<file path="config.mk">
export PLATFORM = sky130hd
export DESIGN_NAME = cfi_query_ctrl
export DESIGN_NICKNAME = d
export VERILOG_FILES = /design/src/rtl/cfi_query_pkg.sv /design/src/rtl/cfi_cmd_decode.sv /design/src/rtl/cfi_mode_fsm.sv /design/src/rtl/cfi_query_rom.sv /design/src/rtl/cfi_query_ctrl.sv
export SDC_FILE = /design/constraint.sdc
export NUM_CORES = 1
export LEC_CHECK = 0
export BUFFER_PORTS_ARGS = -buffer_cell sky130_fd_sc_hd__buf_2
export CAP_MARGIN = 40
export CELL_PAD_IN_SITES_DETAIL_PLACEMENT = 1
export CELL_PAD_IN_SITES_GLOBAL_PLACEMENT = 1
export CORE_MARGIN = 2
export CORE_UTILIZATION = 27
export CTS_BUF_LIST = sky130_fd_sc_hd__clkbuf_8
export DETAILED_ROUTE_END_ITERATION = 10
export PLACE_DENSITY_LB_ADDON = 0.25
export SKIP_CTS_REPAIR_TIMING = 1
export SLEW_MARGIN = 30
export SYNTH_ARGS = -nofsm -noshare
export SYNTH_HDL_FRONTEND = slang
export SYNTH_HIERARCHICAL = 1
export SYNTH_SLANG_ARGS = --single-unit
</file>
<file path="constraint.sdc">
create_clock -name clk_i -period 2 [get_ports clk_i]
set_input_delay 0.1 -clock clk_i [delete_from_list [all_inputs] [get_ports clk_i]]
set_output_delay 0.1 -clock clk_i [all_outputs]
set_load 0.03 [all_outputs]
</file>
<file path="src/rtl/cfi_query_pkg.sv">
package cfi_query_pkg;
  typedef enum logic [1:0] {
    MODE_READ  = 2'd0,
    MODE_AUTO  = 2'd1,
    MODE_QUERY = 2'd2
  } mode_e;

  localparam logic [7:0] CMD_QUERY = 8'h98;
  localparam logic [7:0] CMD_RESET = 8'hF0;
  localparam int unsigned TBL_FIRST = 16;
  localparam int unsigned TBL_LAST  = 26;
  localparam int unsigned WORD_CMD_ADDR = 'h55;
  localparam int unsigned BYTE_CMD_ADDR = 'hAA;

  function automatic logic [15:0] tbl_entry(input logic [4:0] idx);
    case (idx)
      5'h10:   return 16'h0051;
      5'h11:   return 16'h0052;
      5'h12:   return 16'h0059;
      5'h13:   return 16'h0002;
      5'h15:   return 16'h0040;
      default: return 16'h0000;
    endcase
  endfunction
endpackage

</file>
<file path="src/rtl/cfi_cmd_decode.sv">
module cfi_cmd_decode
  import cfi_query_pkg::*;
#(
  parameter int unsigned ADDR_W = 12
) (
  input  logic              wr_i,
  input  logic              byte_mode_i,
  input  logic [ADDR_W-1:0] addr_i,
  input  logic [7:0]        wdata_i,
  output logic              query_cmd_o,
  output logic              reset_cmd_o
);
  logic [ADDR_W-1:0] cmd_addr;

  assign cmd_addr    = byte_mode_i ? ADDR_W'(BYTE_CMD_ADDR) : ADDR_W'(WORD_CMD_ADDR);
  assign query_cmd_o = wr_i && (wdata_i == CMD_QUERY) && (addr_i == cmd_addr);
  // reset is address-independent
  assign reset_cmd_o = wr_i && (wdata_i == CMD_RESET);
endmodule

</file>
<file path="src/rtl/cfi_mode_fsm.sv">
module cfi_mode_fsm
  import cfi_query_pkg::*;
(
  input  logic  clk_i,
  input  logic  rst_ni,
  input  logic  lockout_i,
  input  logic  autosel_i,
  input  logic  query_cmd_i,
  input  logic  reset_cmd_i,
  output mode_e mode_o
);
  mode_e mode_q, mode_d;
  mode_e origin_q, origin_d;

  always_comb begin
    mode_d   = mode_q;
    origin_d = origin_q;
    if (lockout_i) begin
      mode_d   = MODE_READ;
      origin_d = MODE_READ;
    end else if (reset_cmd_i) begin
      mode_d = (mode_q == MODE_QUERY) ? origin_q : MODE_READ;
    end else if (query_cmd_i && mode_q != MODE_QUERY) begin
      origin_d = mode_q;
      mode_d   = MODE_QUERY;
    end else if (autosel_i && mode_q == MODE_READ) begin
      mode_d = MODE_AUTO;
    end
  end

  always_ff @(posedge clk_i or negedge rst_ni) begin
    if (!rst_ni) begin
      mode_q   <= MODE_READ;
      origin_q <= MODE_READ;
    end else begin
      mode_q   <= mode_d;
      origin_q <= origin_d;
    end
  end

  assign mode_o = mode_q;

  AST_MODE_LEGAL: assert property (@(posedge clk_i) disable iff (!rst_ni)
    mode_q != 2'd3);
  AST_QUERY_ENTRY: assert property (@(posedge clk_i) disable iff (!rst_ni)
    (query_cmd_i && !reset_cmd_i && !lockout_i && mode_q != MODE_QUERY) |=> mode_q == MODE_QUERY);
  AST_EXIT_RETURN: assert property (@(posedge clk_i) disable iff (!rst_ni)
    (reset_cmd_i && !lockout_i && mode_q == MODE_QUERY) |=> mode_q == $past(origin_q));
  AST_LOCKOUT_READ: assert property (@(posedge clk_i) disable iff (!rst_ni)
    lockout_i |=> (mode_q == MODE_READ && origin_q == MODE_READ));
  AST_REENTRY_KEEP: assert property (@(posedge clk_i) disable iff (!rst_ni)
    (query_cmd_i && !reset_cmd_i && !lockout_i && mode_q == MODE_QUERY) |=> (mode_q == MODE_QUERY && $stable(origin_q)));
endmodule

</file>
<file path="src/rtl/cfi_query_rom.sv">
module cfi_query_rom
  import cfi_query_pkg::*;
#(
  parameter int unsigned ADDR_W = 12
) (
  input  logic              byte_mode_i,
  input  logic [ADDR_W-1:0] addr_i,
  output logic [15:0]       data_o
);
  logic [ADDR_W-1:0] widx;
  logic              in_range;
  logic              odd_byte;
  logic [15:0]       entry;

  assign widx     = byte_mode_i ? (addr_i >> 1) : addr_i;
  assign odd_byte = byte_mode_i && addr_i[0];
  assign in_range = (widx >= ADDR_W'(TBL_FIRST)) && (widx <= ADDR_W'(TBL_LAST));
  assign entry    = in_range ? tbl_entry(widx[4:0]) : 16'h0000;

  always_comb begin
    if (odd_byte)         data_o = 16'h0000;
    else if (byte_mode_i) data_o = {8'h00, entry[7:0]};
    else                  data_o = entry;
  end
endmodule

</file>
<file path="src/rtl/cfi_query_ctrl.sv">
module cfi_query_ctrl
  import cfi_query_pkg::*;
#(
  parameter int unsigned ADDR_W = 12
) (
  input  logic              clk_i,
  input  logic              rst_ni,
  input  logic              lockout_i,
  input  logic              autosel_i,
  input  logic              wr_i,
  input  logic              byte_mode_i,
  input  logic [ADDR_W-1:0] addr_i,
  input  logic [15:0]       wdata_i,
  input  logic [15:0]       array_data_i,
  input  logic [15:0]       id_data_i,
  output logic [15:0]       rdata_o,
  output logic [1:0]        mode_o
);
  logic        query_cmd, reset_cmd;
  mode_e       mode;
  logic [15:0] rom_data;

  cfi_cmd_decode #(.ADDR_W(ADDR_W)) u_dec (
    .wr_i        (wr_i),
    .byte_mode_i (byte_mode_i),
    .addr_i      (addr_i),
    .wdata_i     (wdata_i[7:0]),
    .query_cmd_o (query_cmd),
    .reset_cmd_o (reset_cmd)
  );

  cfi_mode_fsm u_fsm (
    .clk_i       (clk_i),
    .rst_ni      (rst_ni),
    .lockout_i   (lockout_i),
    .autosel_i   (autosel_i),
    .query_cmd_i (query_cmd),
    .reset_cmd_i (reset_cmd),
    .mode_o      (mode)
  );

  cfi_query_rom #(.ADDR_W(ADDR_W)) u_rom (
    .byte_mode_i (byte_mode_i),
    .addr_i      (addr_i),
    .data_o      (rom_data)
  );

  always_comb begin
    unique case (mode)
      MODE_QUERY: rdata_o = rom_data;
      MODE_AUTO:  rdata_o = id_data_i;
      default:    rdata_o = array_data_i;
    endcase
  end

  assign mode_o = mode;

  AST_BYTE_HIGH_ZERO: assert property (@(posedge clk_i) disable iff (!rst_ni)
    (byte_mode_i && mode == MODE_QUERY) |-> rdata_o[15:8] == 8'h00);
  AST_READ_PASS: assert property (@(posedge clk_i) disable iff (!rst_ni)
    (mode == MODE_READ) |-> rdata_o == array_data_i);
endmodule

</file>
# Word-level counts from Yosys, hierarchy flattened
# Index checks and enable logic that the tools add are counted.
# op_classes
magnitude_cmp	2
n_eq_ne	12
mux	15
reduce_logical	11
# op_table
cell	count
one-hot mux 7 bit (5 select lines)	1
two-way mux 16 bit	2
one-hot mux 16 bit (2 select lines)	1
equality test 5 bit, second input constant	5
equality test 8 bit, second input constant	2
two-way mux 2 bit	8
equality test 12 bit	1
greater-or-equal comparator 12 x 5 -> 1 bit, second input constant	1
less-or-equal comparator 12 x 5 -> 1 bit, second input constant	1
two-way mux 12 bit	1
two-way mux 8 bit	1
logical AND 1 bit	7
two-way mux 7 bit	1
inequality test 2 bit, second input constant	2
nonzero test 4 bit	1
equality test 2 x 1 -> 1 bit, second input constant	1
equality test 2 bit, second input constant	1
logical NOT 2 bit	1
AND reduction 2 bit	1
nonzero test 2 bit	1
# totals
reg_bits	4
inputBits	66
elab_cells	42

# Logic depth before layout (Yosys ltp)
# Gate-level depths: netlist of run 1.
# depth
ltp_word	7
ltp_mapped	6

# Hierarchy
# The synthesis of run 1 kept the hierarchy.
# modules_own_cells
module	instances	cells_per_inst	area_each_um2
cfi_query_ctrl	1	59	419.2
cfi_query_rom	1	38	246.5
cfi_mode_fsm	1	21	197.7
cfi_cmd_decode	1	14	106.4

# Worst setup path before layout of run 1
# Ideal clock, no wire load.
# synth_timing
kind	reg2out
from	register u_fsm.mode_q[0] (netlist: u_fsm/mode_o[0])
to	output port rdata_o[0]
arrival_time_ns	1.863
required_ns	1.900
setup_slack_ns	0.037
stages_incl_launch_ff	5
n_path_buf	1
path_cell_list	dfrtp_1 > inv_1 > ha_1 > buf_2 > o21ai_0
# synth_via
elab_chain_cells	2
word_cells_on_any_way	3
classes_between	eq/ne: 2; mux: 1
# synth_lines
element	line	rtl
from (decl)	cfi_mode_fsm.sv:12	mode_e mode_q, mode_d;
from (signal assigned)	cfi_mode_fsm.sv:36	mode_q <= mode_d;
equality test 2 x 1 -> 1 bit / equality test 2 bit (equally long branches)	cfi_query_ctrl.sv:49	unique case (mode)
one-hot mux 16 bit (2 select lines) (*)	cfi_query_ctrl.sv:49	
to (decl)	cfi_query_ctrl.sv:16	output logic [15:0] rdata_o,
# Every way passes the cells marked *; elsewhere a longest branch is shown, timed or not.

# Worst setup path after layout of run 1
# layout_timing
from	register u_fsm.mode_q[0] (netlist: u_fsm/mode_o[0])
to	output port rdata_o[7]
# The elaborated chain is that of the path after synthesis.

==> results of run 1 <==
-- final timing paths --
check                           cells after the start  slack [ns]           endpoint              start
worst min-delay path                                2        0.11  u_fsm/origin_q[0]          lockout_i
worst min register to register                      2        0.57  u_fsm/origin_q[1]  u_fsm/origin_q[1]
worst max register to register                      3        1.11    u_fsm/mode_o[0]    u_fsm/mode_o[1]
min in group asynchronous                           2        0.23    u_fsm/mode_o[1]             rst_ni
worst max-delay path                                6        0.18         rdata_o[7]    u_fsm/mode_o[0]
max in group asynchronous                           2        1.65    u_fsm/mode_o[0]             rst_ni
-- layer usage --
metal / vias to the layer above / GRT usage (%) / share of wire, %
li1: 610 / - / -
met1: 534 / 17.7 / 40
met2: 52 / 29.0 / 53
met3: 0 / 3.17 / 7.2
met4: 0 / 0.815 / 0
met5: - / 0 / 0
-- sequential cells by signal, summed over array words and instances, names as in the netlist --
register / flops
u_fsm/origin_q: 2
u_fsm/mode_o: 2
-- cell type report --
| type | count | area, sq um | area share (%) |
|---|---|---|---|
| tap | 46 | 57.6 | 4.25 |
| multi-input combinational | 114 | 728 | 53.8 |
| inverter | 5 | 18.8 | 1.39 |
| timing repair buffer | 79 | 408 | 30.1 |
| sequential | 4 | 100 | 7.39 |
| clock buffer | 3 | 41.3 | 3.05 |
-- per-stage QoR --
step	utilization (%)	setup slack [ns]	instances
4_1_cts	39.6	0.163	250
5_1_grt	39.9	0.0249	251
3_3_place_gp	38.4	0.368	247
2_1_floorplan	-	0.0373	142
6_report	39.9	0.182	251
3_5_place_dp	38.4	0.307	247
-- cells in the mapped netlist --
master / number
nand2_1: 23
buf_2: 4
nor3_2: 1
inv_1: 5
nand2b_1: 3
o32a_1: 2
buf_4: 11
nor4b_1: 1
dfrtp_1: 4
a22oi_2: 10
buf_12: 1
nand4b_1: 2
a211oi_2: 1
o211ai_1: 1
buf_8: 1
o21ai_1: 12
nor4bb_1: 6
buf_6: 2
o21ai_2: 1
a22oi_1: 6
nand3_1: 1
o21ai_0: 6
a31oi_1: 1
or3_1: 1
nor3_1: 3
nor4b_2: 1
nor2b_1: 3
a221oi_1: 1
a21oi_1: 4
a21oi_2: 1
nor4_1: 1
nand3b_1: 2
ha_1: 2
conb_1: 1
nor2_1: 7
-- report_power, final --
group	leakage [nW]	total (mW)	internal, mW	switching [mW]
logic	0.559	0.257	0.104	0.153
registers	0.0544	0.0856	0.0829	0.00264
clock network	0.0216	0.165	0.128	0.0371
-- kinds of logic (layout without fill, tap and decap cells) --
kind of cell               Yosys count  after routing  synth area share (%)
and+or+nand+nor                     55             55                  31.9
buffers and inverters               24             87                  18.5
DFF                                  4              4                  10.3
AOI/OAI and AO/OA                   46             46                  36.4
adders and majority gates            2              2                  2.58
other                                1             11                 0.387
==> flow_metrics.env, run 1 <==
export IMPL_cts_clk_slew_worst_paths_ns=0.03
export IMPL_nets=275
export IMPL_outcome="completed"
export IMPL_grt_pass1_vias=1173
export IMPL_p_total_mw=0.507
export IMPL_cts_buffers=3
export IMPL_grt_max_degree=33
export IMPL_gp_congestion=0.777
export IMPL_hold_viol=0
export IMPL_leakagePower_nw=0.635
export IMPL_rsz0062_at_grt="no"
export IMPL_critPathKind="flip-flop to output pin"
export IMPL_seq_area_frac_synth_pct=10.3
export IMPL_hp_class="input port to flip-flop"
export IMPL_dieArea_sq_mm=0.00409
export IMPL_grtUsageTotal_pct=15.1
export IMPL_final_cell_mix="buf_2, nand2_1, o21ai_1, conb_1, a22oi_2"
export IMPL_powerDensity_mw_per_mm2=375
export IMPL_crit_family="buffers and inverters"
export IMPL_area_growth_syn_to_layout_pct=39.6
export IMPL_nFillCells=465
export IMPL_fmax_mhz=550
export IMPL_post_route_cell_area_sq_mm=0.00135
export IMPL_n_antenna_cell=0
export IMPL_path_cells="inv_1 -> ha_1 -> buf_4 -> nand2_1 -> o21ai_1 -> buf_2"
export IMPL_skew_ns=0.00365
export IMPL_required_ns=1.90
export IMPL_cts_tree="built"
export IMPL_h_tree_depth=1
export IMPL_layout_commonest_cell="buf_2"
export IMPL_std_cell_rows=21
export IMPL_synth_cell_types=35
export IMPL_yosysTopAreaCell="a22oi_2"
export IMPL_start_util_pct=28.6
export IMPL_port_buffers=75
export IMPL_end_kind="output pin"
export IMPL_drc=0
export IMPL_ys_warn_count=6
export IMPL_synth_area_top_cells="a22oi_2, dfrtp_1, nand2_1"
export IMPL_path_max_fanout=32
export IMPL_crit_buf_inv=3
export IMPL_die_width_um=63.9
export IMPL_first_pass_iters=4
export IMPL_fin_crit_sh_pct=90.9
export IMPL_max_vdd_ir_drop_mv=0.525
export IMPL_drive_above_1_share_pct=46.8
export IMPL_startpoint_type="flip-flop"
export IMPL_io_pin_count=84
export IMPL_initialDrtViolationCount=35
export IMPL_dieHeight_um=63.9
export IMPL_yosys_register_bits=4
export IMPL_place_area_sq_mm=0.00130
export IMPL_ant_nets=0
export IMPL_clock_latency_ns=0.21
export IMPL_worstPathArrival_ns=1.72
export IMPL_synth_top_cell_area_share_pct=12.9
export IMPL_hold_slack_ns=0.108
export IMPL_dp_hpwl_um=2580
export IMPL_finalMaxSlewViolations=0
export IMPL_core_sq_mm=0.00339
export IMPL_max_stage_delay_ns=0.44
export IMPL_fin_crit_ns=1.82
export IMPL_netlist_instances=132
export IMPL_final_setup_tns_ns=0
export IMPL_wl_per_cell_um=12.2
export IMPL_clock_path_buffers=2
export IMPL_grt_pass1_wl_um=5130
export IMPL_clkSinkCount=4
export IMPL_netlist_area_sq_um=970
export IMPL_vias=1196
export IMPL_drv_cap=0
export IMPL_cp_slowest_cell="dfrtp_1"
export IMPL_overflow=0
export IMPL_finalSetupViolations=0
export IMPL_via_per_inst=4.76
export IMPL_grt_antenna_before_repair=0
export IMPL_cts_root_buf="clkbuf_8"
export IMPL_finalWirelength_um=3070
export IMPL_avgSynthCellArea_sq_um=7.35
No activity file was read; power rests on OpenSTA's default activity.
==> run 2, diff against run 1 <==
Settings changed: ABC_AREA from default to 1, CORE_MARGIN 2 to default, CORE_UTILIZATION 27 to 28, TNS_END_PERCENT from default to 30.
==> run 2 against run 1 <==
  * Combinational power increased by 41%
  * Total power increased by 22%
  * Setup slack better by 0.047 ns
  * Non-clock buffer count unchanged
  * Clock power barely moved
  * Via count increased by 28%
  * Critical path type unchanged
  * Critical endpoint is now rdata_o[6]
==> flow_metrics.env, run 2 <==
export IMPL_core_sq_mm=0.00409
export IMPL_cts_tree="built"
export IMPL_min_delay_worst_endpoint="u_fsm/mode_o[0]"
export IMPL_synth_top_cell_area_share_pct=39.7
export IMPL_grt_use_met3_pct=3.33
export IMPL_crit_family="buffers and inverters"
export IMPL_required_ns=1.90
export IMPL_p_sw_share_pct=45.0
export IMPL_hold_viol=0
export IMPL_layout_commonest_cell="nand2_1"
export IMPL_drc=0
export IMPL_netlist_area_sq_mm=0.00122
export IMPL_rsz0062_at_grt="no"
export IMPL_initialDrtViolationCount=21
export IMPL_clkSinkCount=4
export IMPL_grt_max_degree=17
export IMPL_end_kind="output pin"
export IMPL_yosysTopAreaCell="nand2_1"
export IMPL_finalMaxSlewViolations=0
export IMPL_timing_rr_start="u_fsm/mode_o[1]"
export IMPL_h_tree_depth=1
export IMPL_rr_worst_depth=6
export IMPL_place_inst=360
export IMPL_grt_pass1_wl_um=5460
export IMPL_avgSynthCellArea_sq_um=5.06
export IMPL_yosys_top_cells_count="nand2_1, inv_1, nor2_1"
export IMPL_max_stage_delay_ns=0.43
export IMPL_cts_buffers=3
export IMPL_seq_area_frac_synth_pct=8.21
export IMPL_synth_compound_area_share_pct=3.28
export IMPL_grt_antenna_before_repair=0
export IMPL_overflow=0
export IMPL_port_buffers=75
export IMPL_power_switching_mw=0.277
export IMPL_hold_path_startpoint="lockout_i"
export IMPL_io_pin_count=84
export IMPL_async_flop_share_pct=100
export IMPL_worstPathArrival_ns=1.67
export IMPL_drv_cap=0
export IMPL_grt_busiest_layer="met2"
export IMPL_hp_class="input port to flip-flop"
export IMPL_synth_top_family_by_area="simple AND/OR/NAND/NOR gates"
export IMPL_ys_warn_count=6
export IMPL_synth_xor_area_share_pct=0
export IMPL_power_share_combinational_pct=58.6
export IMPL_std_cell_rows=23
export IMPL_first_pass_iters=2
export IMPL_n_antenna_cell=0
export IMPL_clock_latency_ns=0.22
export IMPL_skew_ns=0.00267
export IMPL_grtUsageTotal_pct=14.9
export IMPL_fin_crit_ns=1.77
export IMPL_grt_pass1_vias=1392
export IMPL_gp_congestion=0.800
export IMPL_gr_usage_met1_pct=17.4
export IMPL_layout_setup_ws_ns=0.229
export IMPL_dieHeight_um=68.0
export IMPL_via_per_inst=4.21
export IMPL_cts_clk_slew_worst_paths_ns=0.03
export IMPL_wl_per_cell_um=9.00
export IMPL_synth_area_top_cells="nand2_1, dfrtp_1, inv_1"
export IMPL_yosys_register_bits=4
export IMPL_internal_power_mw=0.340
export IMPL_drive_above_1_share_pct=33.4
export IMPL_ant_nets=0
export IMPL_startpoint_type="flip-flop"
export IMPL_clockPowerShare_pct=27.2
export IMPL_final_setup_tns_ns=0
export IMPL_stdcell_count=364
export IMPL_cts_root_buf="clkbuf_8"
export IMPL_crit_buf_inv=3
export IMPL_outcome="completed"
export IMPL_vias=1531
export IMPL_path_max_fanout=15
export IMPL_dieArea_sq_mm=0.00462
export IMPL_finalWirelength_um=3280
export IMPL_fin_crit_sh_pct=88.6
export IMPL_yosys_mux_area_fraction_pct=0
export IMPL_synth_edf_count=0
export IMPL_cp_slowest_cell="dfrtp_1"
export IMPL_r2r_slack_ns=0.97
export IMPL_powerDensity_mw_per_mm2=389
export IMPL_final_cell_mix="nand2_1, buf_2, inv_1, nor2_1, nand2_2"
export IMPL_fmax_mhz=565
export IMPL_preCtsSetupSlack_ns=0.421
export IMPL_synth_cell_types=21
export IMPL_max_slew_margin_pct=61.6
export IMPL_max_vdd_ir_drop_mv=0.464
export IMPL_die_width_um=68.0
export IMPL_nets=384
export IMPL_clock_path_buffers=2
export IMPL_path_cells="inv_1 -> ha_1 -> buf_4 -> nand2_1 -> nand2_1 -> buf_2"
export IMPL_dp_hpwl_um=2820
export IMPL_seqPwrFrac_pct=14.2
export IMPL_rr_endpoint="u_fsm/origin_q[0]"
export IMPL_grt_use_met2_pct=27.8
export IMPL_netlist_instances=241
export IMPL_worst_pin_slew_ns=0.571
export IMPL_leakagePower_nw=1.02
export IMPL_critPathMostFrequentCell="nand2_1"
export IMPL_critPathKind="flip-flop to output pin"
export IMPL_synthAdderAreaFrac_pct=2.05
export IMPL_min_path_cells=4
export IMPL_area_growth_syn_to_layout_pct=30.2
export IMPL_finalSetupViolations=0
export IMPL_synth_simple_area_share_pct=62.3
export IMPL_synth_most_common_cell="nand2_1"
export IMPL_start_util_pct=29.9
export IMPL_synthFlopType="dfrtp_1"
## run 2: changes by cell type in the layout (fill, tap and decap cells not counted), moves of 4 or more
| cell | before | now |
|---|---|---|
| nand2_1 | 23 | 129 |
| nand3_1 | 1 | 8 |
| nand2_2 | 0 | 12 |
| nor2_1 | 7 | 22 |
| a21oi_1 | 4 | 0 |
| o21ai_0 | 6 | 0 |
| nand4_1 | 0 | 5 |
| o21ai_1 | 12 | 1 |
| inv_1 | 5 | 25 |
| a22oi_1 | 6 | 0 |
| nor4bb_1 | 6 | 0 |
| a22oi_2 | 10 | 0 |
## run 2: worst max-delay path by stage
stage	startpoint	endpoint	slack, ns	depth (start not counted)
after global placement	u_fsm/mode_o[0]	rdata_o[2]	0.42	6
after floorplan	u_fsm/mode_o[0]	rdata_o[10]	0.37	7
after global routing	u_fsm/mode_o[0]	rdata_o[12]	0.03	6
after CTS	u_fsm/mode_o[0]	rdata_o[5]	0.17	6
after detailed placement	u_fsm/mode_o[0]	rdata_o[5]	0.42	6
final	u_fsm/mode_o[0]	rdata_o[6]	0.23	6
## run 2: worst register-to-register path, cell delays in order (launching register included)
cell	delay, ns
dfrtp_1	0.45
nand2_2	0.15
nand2_4	0.07
nand2_2	0.07
nand2_2	0.06
nand2_1	0.06
o21ai_1	0.06
## run 2: cells by family after synthesis
| family | count (synthesis) |
|---|---|
| and+or+nand+nor | 182 |
| buffers and inverters | 47 |
| AOI/OAI and AO/OA | 5 |
| DFF | 4 |
| adders and majority gates | 2 |
| other | 1 |
## run 2: area by class of cell
| cell class | count | area (sq um) |
|---|---|---|
| fillers | 630 | 2500 |
| well taps | 50 | 62.6 |
| clock buffers | 3 | 41.3 |
| repair buffers | 79 | 408 |
| flip-flops and latches | 4 | 100 |
| inverters | 28 | 110 |
| multi-input cells | 200 | 866 |
## run 2: power groups by stage
stage	Sequential (mW)	Clock (mW)	Combinational, mW
after floorplan	0.0925	0	0.272
after global routing	0.0888	0.182	0.413
after detailed placement	0.0887	0	0.366
after CTS	0.0879	0.175	0.367
after global placement	0.0888	0	0.359
final	0.0876	0.168	0.362
## run 2: per-layer routing
layer / up-vias / wire [um]
li1: 843 / -
met1: 639 / 1480
met2: 49 / 1540
met3: 0 / 262
met4: 0 / 0
met5: - / 0
## run 2: stage by stage
| step | area (sq um) | hold slack, ns | power (mW) | utilization (%) |
|---|---|---|---|---|
| 6_report | 1590 | 0.210 | 0.617 | 38.9 |
| 3_3_place_gp | 1540 | -0.0906 | 0.448 | 37.6 |
| 2_1_floorplan | 1260 | -0.196 | 0.364 | - |
| 5_1_grt | 1590 | 0.228 | 0.684 | 38.9 |
| 3_5_place_dp | 1540 | -0.0899 | 0.455 | 37.6 |
| 4_1_cts | 1580 | -0.322 | 0.630 | 38.6 |
